$ cat config.mk
export PLATFORM = sky130hd
export DESIGN_NAME = wdt_timer
export DESIGN_NICKNAME = d
export VERILOG_FILES = /design/src/rtl/wdt_pkg.sv /design/src/rtl/wdt_regs.sv /design/src/rtl/wdt_prescaler.sv /design/src/rtl/wdt_counter.sv /design/src/rtl/wdt_timer.sv
export SDC_FILE = /design/constraint.sdc
export NUM_CORES = 1
export LEC_CHECK = 0
export CAP_MARGIN = 5
export CORE_ASPECT_RATIO = 1.75
export CORE_MARGIN = 3
export CORE_UTILIZATION = 35
export DETAILED_ROUTE_END_ITERATION = 8
export PLACE_DENSITY = 0.66
export SLEW_MARGIN = 20
export SYNTH_ARGS = -nofsm -noshare
export SYNTH_HDL_FRONTEND = slang
export SYNTH_SLANG_ARGS = --single-unit
$ cat constraint.sdc
create_clock -name clk_i -period 2.86 [get_ports clk_i]
set_clock_uncertainty 0.15 [all_clocks]
set_input_delay 0.572 -clock clk_i [delete_from_list [all_inputs] [get_ports clk_i]]
set_output_delay 0.572 -clock clk_i [all_outputs]
set_load 0.005 [all_outputs]
$ cat src/rtl/wdt_pkg.sv
package wdt_pkg;
  localparam int unsigned REG_W   = 32;
  localparam int unsigned TMO_W   = 16;
  localparam int unsigned OFF_CTRL  = 'h00;
  localparam int unsigned OFF_COUNT = 'h04;
  localparam int unsigned B_RUN    = 0;
  localparam int unsigned B_FIRED  = 1;
  localparam int unsigned B_ACT    = 2;
  localparam int unsigned B_DIS    = 3;
  localparam int unsigned B_RELOAD = 7;

  typedef enum logic {ACT_RESET = 1'b0, ACT_SHUT = 1'b1} act_e;
  typedef logic [TMO_W-1:0] tmo_t;
endpackage

$ cat src/rtl/wdt_regs.sv
module wdt_regs
  import wdt_pkg::*;
#(
  parameter int unsigned ADDR_W = 8
) (
  input  logic              clk_i,
  input  logic              rst_ni,
  input  logic              req_i,
  input  logic              we_i,
  input  logic [ADDR_W-1:0] addr_i,
  input  logic [REG_W-1:0]  wdata_i,
  input  logic              hw_disable_i,
  input  logic              expire_i,
  output logic [REG_W-1:0]  rdata_o,
  output logic              run_o,
  output act_e              act_o,
  output logic              reload_o,
  output tmo_t              tmo_o
);
  logic sel_ctrl, sel_count, wr_ctrl, wr_count;
  logic run_q, fired_q;
  act_e act_q;
  tmo_t tmo_q;
  logic unused_wdata;

  assign sel_ctrl  = addr_i == ADDR_W'(OFF_CTRL);
  assign sel_count = addr_i == ADDR_W'(OFF_COUNT);
  assign wr_ctrl   = req_i && we_i && sel_ctrl;
  assign wr_count  = req_i && we_i && sel_count;
  assign unused_wdata = ^{wdata_i[REG_W-1:TMO_W]};

  always_ff @(posedge clk_i or negedge rst_ni) begin
    if (!rst_ni) begin
      run_q   <= 1'b0;
      fired_q <= 1'b0;
      act_q   <= ACT_RESET;
      tmo_q   <= '0;
    end else begin
      if (hw_disable_i)  run_q <= 1'b0;
      else if (wr_ctrl)  run_q <= wdata_i[B_RUN];
      // expiry wins over a same-cycle clear
      if (expire_i)                        fired_q <= 1'b1;
      else if (wr_ctrl && wdata_i[B_FIRED]) fired_q <= 1'b0;
      if (wr_ctrl)  act_q <= act_e'(wdata_i[B_ACT]);
      if (wr_count) tmo_q <= wdata_i[TMO_W-1:0];
    end
  end

  always_comb begin
    rdata_o = '0;
    if (sel_ctrl) begin
      rdata_o[B_RUN]   = run_q;
      rdata_o[B_FIRED] = fired_q;
      rdata_o[B_ACT]   = act_q;
      rdata_o[B_DIS]   = hw_disable_i;
    end else if (sel_count) begin
      rdata_o[TMO_W-1:0] = tmo_q;
    end
  end

  assign run_o    = run_q;
  assign act_o    = act_q;
  assign reload_o = wr_ctrl && wdata_i[B_RELOAD];
  assign tmo_o    = tmo_q;

  AST_RUN_BLOCKED: assert property (@(posedge clk_i) disable iff (!rst_ni)
    hw_disable_i |=> !run_q);
  AST_FIRED_SET: assert property (@(posedge clk_i) disable iff (!rst_ni)
    expire_i |=> fired_q);
endmodule

$ cat src/rtl/wdt_prescaler.sv
module wdt_prescaler #(
  parameter int unsigned TICK_CYC [4] = '{4000, 1250000, 12500000, 125000000}
) (
  input  logic       clk_i,
  input  logic       rst_ni,
  input  logic       en_i,
  input  logic [1:0] sel_i,
  output logic       tick_o
);
  function automatic int unsigned max_of(input int unsigned a [4]);
    int unsigned m;
    m = 1;
    for (int i = 0; i < 4; i++) if (a[i] > m) m = a[i];
    return m;
  endfunction

  localparam int unsigned MAX_CYC = max_of(TICK_CYC);
  localparam int unsigned PW = (MAX_CYC > 1) ? $clog2(MAX_CYC) : 1;

  logic [PW-1:0] tc [4];
  logic [PW-1:0] pre_q;
  logic [1:0]    sel_q;
  logic          sel_chg;

  for (genvar g = 0; g < 4; g++) begin : g_tc
    assign tc[g] = PW'(TICK_CYC[g] - 1);
  end

  assign sel_chg = sel_i != sel_q;
  assign tick_o  = en_i && !sel_chg && (pre_q == tc[sel_i]);

  always_ff @(posedge clk_i or negedge rst_ni) begin
    if (!rst_ni) begin
      pre_q <= '0;
      sel_q <= '0;
    end else begin
      sel_q <= sel_i;
      if (!en_i || sel_chg || tick_o) pre_q <= '0;
      else                            pre_q <= pre_q + 1'b1;
    end
  end

  AST_PHASE_RESTART: assert property (@(posedge clk_i) disable iff (!rst_ni)
    sel_chg |=> !tick_o);
endmodule

$ cat src/rtl/wdt_counter.sv
module wdt_counter
  import wdt_pkg::*;
(
  input  logic clk_i,
  input  logic rst_ni,
  input  logic reload_i,
  input  tmo_t tmo_i,
  input  logic tick_i,
  output logic expire_o,
  output logic armed_o,
  output tmo_t cnt_o
);
  tmo_t cnt_q;
  logic armed_q;
  logic last;

  assign last     = cnt_q <= tmo_t'(1);
  assign expire_o = tick_i && last && !reload_i;

  always_ff @(posedge clk_i or negedge rst_ni) begin
    if (!rst_ni) begin
      cnt_q   <= '0;
      armed_q <= 1'b0;
    end else if (reload_i) begin
      cnt_q   <= tmo_i;
      armed_q <= 1'b1;
    end else if (tick_i) begin
      if (last) begin
        cnt_q   <= '0;
        armed_q <= 1'b0;
      end else begin
        cnt_q <= cnt_q - 1'b1;
      end
    end
  end

  assign armed_o = armed_q;
  assign cnt_o   = cnt_q;

  AST_HOLD_NO_TICK: assert property (@(posedge clk_i) disable iff (!rst_ni)
    (!tick_i && !reload_i) |=> $stable(cnt_q));
endmodule

$ cat src/rtl/wdt_timer.sv
module wdt_timer
  import wdt_pkg::*;
#(
  parameter int unsigned ADDR_W    = 8,
  parameter int unsigned TICK_CYC [4] = '{4000, 1250000, 12500000, 125000000},
  parameter int unsigned PULSE_CYC = 16
) (
  input  logic              clk_i,
  input  logic              rst_ni,
  input  logic              por_ni,
  input  logic              wdt_en_i,
  input  logic [1:0]        res_sel_i,
  input  logic              hw_disable_i,
  input  logic              req_i,
  input  logic              we_i,
  input  logic [ADDR_W-1:0] addr_i,
  input  logic [31:0]       wdata_i,
  output logic [31:0]       rdata_o,
  output logic              rst_o,
  output logic              shut_o,
  output logic              cause_o
);
  localparam int unsigned PCW = $clog2(PULSE_CYC + 1);

  logic run, reload, tick, expire, armed, active;
  act_e act, act_lat_q;
  tmo_t tmo, cnt;
  logic [PCW-1:0] pcnt_q;
  logic cause_q;

  wdt_regs #(.ADDR_W(ADDR_W)) u_regs (
    .clk_i, .rst_ni, .req_i, .we_i, .addr_i, .wdata_i, .hw_disable_i,
    .expire_i(expire), .rdata_o, .run_o(run), .act_o(act),
    .reload_o(reload), .tmo_o(tmo)
  );

  assign active = wdt_en_i && run && armed;

  wdt_prescaler #(.TICK_CYC(TICK_CYC)) u_pre (
    .clk_i, .rst_ni, .en_i(active), .sel_i(res_sel_i), .tick_o(tick)
  );

  wdt_counter u_cnt (
    .clk_i, .rst_ni, .reload_i(reload), .tmo_i(tmo), .tick_i(tick),
    .expire_o(expire), .armed_o(armed), .cnt_o(cnt)
  );

  always_ff @(posedge clk_i or negedge rst_ni) begin
    if (!rst_ni) begin
      pcnt_q    <= '0;
      act_lat_q <= ACT_RESET;
    end else if (expire) begin
      pcnt_q    <= PCW'(PULSE_CYC);
      act_lat_q <= act;
    end else if (pcnt_q != '0) begin
      pcnt_q <= pcnt_q - 1'b1;
    end
  end

  // cause flag lives in the power-on domain so the watchdog reset keeps it
  always_ff @(posedge clk_i or negedge por_ni) begin
    if (!por_ni)                           cause_q <= 1'b0;
    else if (expire && act == ACT_RESET)   cause_q <= 1'b1;
  end

  assign rst_o   = (pcnt_q != '0) && act_lat_q == ACT_RESET;
  assign shut_o  = (pcnt_q != '0) && act_lat_q == ACT_SHUT;
  assign cause_o = cause_q;

  AST_ONE_ACTION: assert property (@(posedge clk_i) disable iff (!rst_ni)
    $onehot0({rst_o, shut_o}));
  AST_CAUSE_STICKY: assert property (@(posedge clk_i) disable iff (!por_ni)
    cause_q |=> cause_q);
  AST_EN_HOLD: assert property (@(posedge clk_i) disable iff (!rst_ni)
    (!wdt_en_i && !reload) |=> $stable(cnt));
endmodule

* After elaboration in Yosys (flattened, before gate mapping)
Cells that the tools add are included.
Word-level totals: flip-flop bits (word level) 72, bits in latches 0, RAM bits 0, memory bits (read-only) 0, input port bits 49, output and inout port bits 35, logic and storage cells 68, memories kept 0
Cells by class: add/sub/neg operators 3, multiply operators 0, div/mod/pow operators 0, $lt $le $gt $ge 2, equality and inequality tests 3, shift-type cells 0, mux-type cells 19, bitwise logic cells 3, reductions and logical operators 27
Operators with widths (count):
- $mux 27 | 3
- $mux 16 | 4
- $bmux 27 s2 | 1
- $add 27x1->27 const B | 1
- $eq 27x27->1 | 1
- $le 16x1->1 const B | 1
- $sub 16x1->16 const B | 1
- $logic_and 1x1->1 | 14
- $mux 12 | 1
- $mux 5 | 2
- $reduce_bool 2->1 | 5
- $eq 8x3->1 const B | 1
- $logic_not 8->1 | 1
- $mux 1 | 7
- $reduce_bool 5->1 | 1
- $sub 5x1->5 const B | 1
- $mux 4 | 1
- $ge 3x3->1 const B | 1
- $logic_not 1->1 | 3
- $not 2->3 | 1
- $logic_or 1x1->1 | 2
- $ne 2x2->1 | 1
- $not 1->1 | 2
- $reduce_and 2->1 | 1

* Longest topological paths before layout
depth after elaboration 9, mapped depth 10

* Cells and area by module
Synthesis repeated with hierarchy kept, for this count alone.
Second synthesis, totals: cells, all modules 429, area, all modules 4256.6 um^2
Modules (own cells, without submodules):
- wdt_prescaler | instances 1, cells each 173, area an instance 1652.8 um^2
- wdt_counter | instances 1, cells each 131, area an instance 1149.9 um^2
- wdt_regs | instances 1, cells each 92, area an instance 1101.1 um^2
- wdt_timer | instances 1, cells each 33, area an instance 352.8 um^2

* Worst setup path before layout
Ideal clock, no wire load.
path type input-to-reg, start input port res_sel_i[1], end register act_lat_q, library setup time 0.125 ns, data arrival time 2.766 ns, required time 2.585 ns, path slack -0.181 ns, stages 9, path buffers 1, cells stage by stage inv_1 ha_1 or3b_1 a222oi_1 nand3_1 or3_1 buf_6 nor3_2 mux2_2
Between the ends: longest elaborated chain between the ends 8, elaborated cells between the ends (all ways) 11
RTL lines:
- start, declared | RTL line wdt_timer.sv:12 | input logic [1:0] res_sel_i,
- $not 2->3 (implied by the code) | RTL line wdt_prescaler.sv:30 | assign tick_o = en_i && !sel_chg && (pre_q == tc[sel_i]);
- $bmux 27 s2 | RTL line wdt_prescaler.sv:30
- $mux 27 (implied by the code) (2 in a row) | RTL line wdt_prescaler.sv:30
- $eq 27x27->1 | RTL line wdt_prescaler.sv:30
- $logic_and 1x1->1 * | RTL line wdt_prescaler.sv:30
- $logic_and 1x1->1 * (2 in a row) | RTL line wdt_counter.sv:18 | assign expire_o = tick_i && last && !reload_i;
- end signal, assigned | RTL line wdt_timer.sv:54 | act_lat_q <= act;
- end, declared | RTL line wdt_timer.sv:26 | act_e act, act_lat_q;
Every way passes the cells marked *; elsewhere a longest branch is shown, timed or not. The select of a mux whose other input is x is not followed. A chain may end at the register's enable or synchronous reset.

* Final worst setup path
start input port res_sel_i[1], end register u_cnt.cnt_q[14] (netlist: u_cnt.cnt_o[14])
Between the ends: longest elaborated chain between the ends 7, elaborated cells between the ends (all ways) 10
RTL lines:
- $not 2->3 (implied by the code) | RTL line wdt_prescaler.sv:30
- $bmux 27 s2 | RTL line wdt_prescaler.sv:30
- $mux 27 (implied by the code) (2 in a row) | RTL line wdt_prescaler.sv:30
- $eq 27x27->1 | RTL line wdt_prescaler.sv:30
- $logic_and 1x1->1 * | RTL line wdt_prescaler.sv:30
- $reduce_bool 2->1 (no line) *
- end signal, assigned | RTL line wdt_counter.sv:25 | cnt_q <= tmo_i;
- end signal, assigned | RTL line wdt_counter.sv:32 | cnt_q <= cnt_q - 1'b1;
- end, declared | RTL line wdt_counter.sv:13 | tmo_t cnt_q;
Marks and branches as above.

==> impl_metrics.toml <==
[clock_network]
cts_max_level = 3
numCtsBuffers = 9
max-clock-path-buffers = 2
clock_latency_ns = 0.33
cts_tree = "done"
path_clk_slew_ns = 0.06
clock-sinks = 72
root_buffer = "clkbuf_16"

[routing]
drtAntennaViolNets = 0
drt_wl_total_mm = 11.38
wire_per_inst_um = 16.66
viasPerCell = 5.350
drt-initial-drc-count = 157
firstDrtPassIters = 4
vias = 3654
drcViolationCount = 0

[synth]
netlist-cell-type-count = 57
yosysTopAreaCell = "dfrtp_1"
synthAdderAreaFrac_pct = 2.712
synth_xor_xnor_area_share_pct = 7.382
synth.most_common_cell = "dfrtp_1"
netlist_top_cells_area = "dfrtp_1 43%, nor2_1 5.8%, xnor2_1 5.3%"
synth_seq_cells = 72
syn-cell-area_um2 = 4153
synth_simple_gate_area_share_pct = 23.68
seq_area_frac_synth_pct = 43.39
avgSynthCellArea_um2 = 9.503
synth_edf_count = 0
ys_top_cells_by_count = "72 x dfrtp_1, 64 x nor2_1, 30 x nand2_1"
ys_async_sr_fraction_pct = 100.0
yosysWarningCount = 0
netlist_instances = 437
synth_top_cell_area_share_pct = 43.39
synthFlopType = "dfrtp_1"
synth.area.mux_share_pct = 7.321
synth_top_family_by_area = "simple AND/OR/NAND/NOR gates"
synth-compound-area-share_pct = 9.491

[grt]
grt_max_degree = 41
antenna_found_initial = 0
grt_remaining_overflow = 0
grt_pass1_vias = 3816
grt_pass1_wl_mm = 18.45
grt_use_total_pct = 17.77

[placement]
portBuffers = 51
dpl_worst_slack_ns = -0.7726
hpwl_mm = 8.304
dp_cells = 657
place.gp.congestion = 0.8983

[floorplanning]
dieHeight_um = 150.1
die_area_um2 = 13260
coreArea_um2 = 11580
pin_count = 84
start_util_pct = 35.86
chipWidth_um = 88.34
core.rowCount = 52

[timing]
drv_slew = 0
finalSetupViolCount = 0
final.setup.tns_ns = 0
final_hold_viol_count = 0
fin_ws_ns = 0.03210
grt_setup_unrepaired = "true"
maxSlewHeadroom_pct = 65.34
max_freq_mhz = 353.6
fin_crit_ns = 2.828
min_period_over_period_pct = 98.88
tightest_slew_ns = 0.5199

[run_status]
outcome = "finished, final reports clean"

[worst_setup_path]
cpMaxStageDelayCell = "or3_4"
critical_path_class = "primary input to flop"
crit_path_max_fanout = 4
crit_chain = "buf_12, ha_4, or3_4, a222oi_1, nand3_1, or3_4, or3_4, buf_6, o41ai_2"
critPathLaunchType = "primary input"
critPathMaxStageDelay_ns = 0.42
crit_arrival_ns = 2.91
cp.required_ns = 2.94
cpMostUsedCell = "or3_4"
cp-end-kind = "flop"

[power_and_ir_drop]
power_density_nw_per_um2 = 422.2
power_mw = 2.406
irDropWorstVdd_uv = 344.7
leakage_nw = 2.520

[job]
maxCapViolations = 0

[worst_hold_path]
min_path_type = "primary input to asynchronous set/reset pin"

[final_layout]
drive_gt1_share_pct = 27.92
final_util_pct = 49.20
antennaDiodeCount = 0
final_cells = 683
nets = 602
area_growth_syn_to_layout_pct = 37.21
[logic make-up (layout without fill, tap and decap cells)]
family                     after synthesis  in the layout
and+or+nand+nor                        191            191
DFF                                     72             72
AOI/OAI and AO/OA                       54             54
buffers and inverters                   47            143
xor gates and xnor gates                35             35
muxes                                   28             28
adders and majority gates                9              9
other                                    1             16
[metal layers]
layer  global-route usage (%)  routed length [um]  vias up
met5                        0                   0        -
met4                    5.900                 229        0
met3                    4.326                 560       19
met2                    32.35                6240       97
met1                    19.73                4348     1798
li1                         -                   -     1740
[critical path, delay by kind of cell]
family	cells	cell delay [ns]
AOI/OAI and AO/OA	2	0.65
adders and majority gates	1	0.15
buffers and inverters	2	0.25
and+or+nand+nor	4	1.29
[final timing paths]
kind                            startpoint               to  slack, ns  cells past startpoint
min in group clk_i                 cause_o          cause_o       0.32                      1
max                           res_sel_i[1]  u_cnt.cnt_o[14]       0.03                      9
max in group asynchronous           rst_ni   u_pre.pre_q[2]       2.03                      2
min                                 rst_ni     u_regs.run_o       0.12                      2
max reg2reg                u_pre.pre_q[22]  u_cnt.cnt_o[14]       0.09                      7
min reg2reg                        cause_o          cause_o       0.32                      1
[metrics by stage]
stage | hold WS [ns] | cell area [um^2]
floorplan | 0.1264 | 4285
global placement | 0.2989 | 5206
detailed placement | 0.3084 | 5206
CTS | 0.1256 | 5639
global route | 0.1469 | 5698
finish | 0.1173 | 5698
[sequential cells by signal, indices dropped and copies added (netlist names)]
name	flops
act_lat_q	1
u_regs.run_o	1
u_pre.pre_q	27
cause_o	1
u_regs.act_o	1
u_pre.sel_q	2
u_regs.tmo_o	16
u_regs.fired_q	1
u_cnt.armed_o	1
u_cnt.cnt_o	16
pcnt_q	5
[cells in the final DEF (no fill, tap or decap), types with 4 or more instances in the layout]
cell type,synthesis,final
a21oi_1,7,7
and3_1,16,9
and3_4,0,6
buf_12,0,5
buf_2,2,13
buf_4,16,54
buf_6,1,9
clkbuf_16,0,9
clkdlybuf4s50_1,0,26
conb_1,1,16
dfrtp_1,72,72
ha_1,9,6
inv_1,14,13
mux2_2,19,18
mux2i_1,9,9
nand2_1,30,30
nand3_1,18,18
nand3b_1,4,4
nand4_1,7,7
nor2_1,64,63
nor3_1,13,13
nor4_1,9,8
o21ai_0,11,11
o31ai_1,5,5
xnor2_1,25,25
xor2_1,10,10
[power by group]
group	total (mW)	switching (mW)	internal [mW]	leakage, nW
Clock	1.20	0.420	0.782	0.155
Combinational	0.165	0.0819	0.0834	1.38
Sequential	1.04	0.00946	1.03	0.990
Total	2.41	0.511	1.89	2.52
[area by class of cell]
cell class / count / area (um^2)
Sequential cell: 72 / 1802
Inverter: 14 / 65.06
Clock buffer: 10 / 239.0
Clock inverter: 5 / 81.33
Fill cell: 1075 / 5883
Timing Repair Buffer: 114 / 1035
Multi-Input combinational cell: 333 / 2307
Tap cell: 135 / 168.9
[repair_timing]
| item | in CTS | in global routing |
|---|---|---|
| hold buffers | 0 | 0 |
| gates resized for setup | 103 | 16 |
| gates cloned | 1 | 0 |
| setup endpoints to repair | 68 | 31 |
| buffers inserted | 11 | 2 |
| pin swaps | 12 | 7 |
No activity file was read; power rests on OpenSTA's default activity.
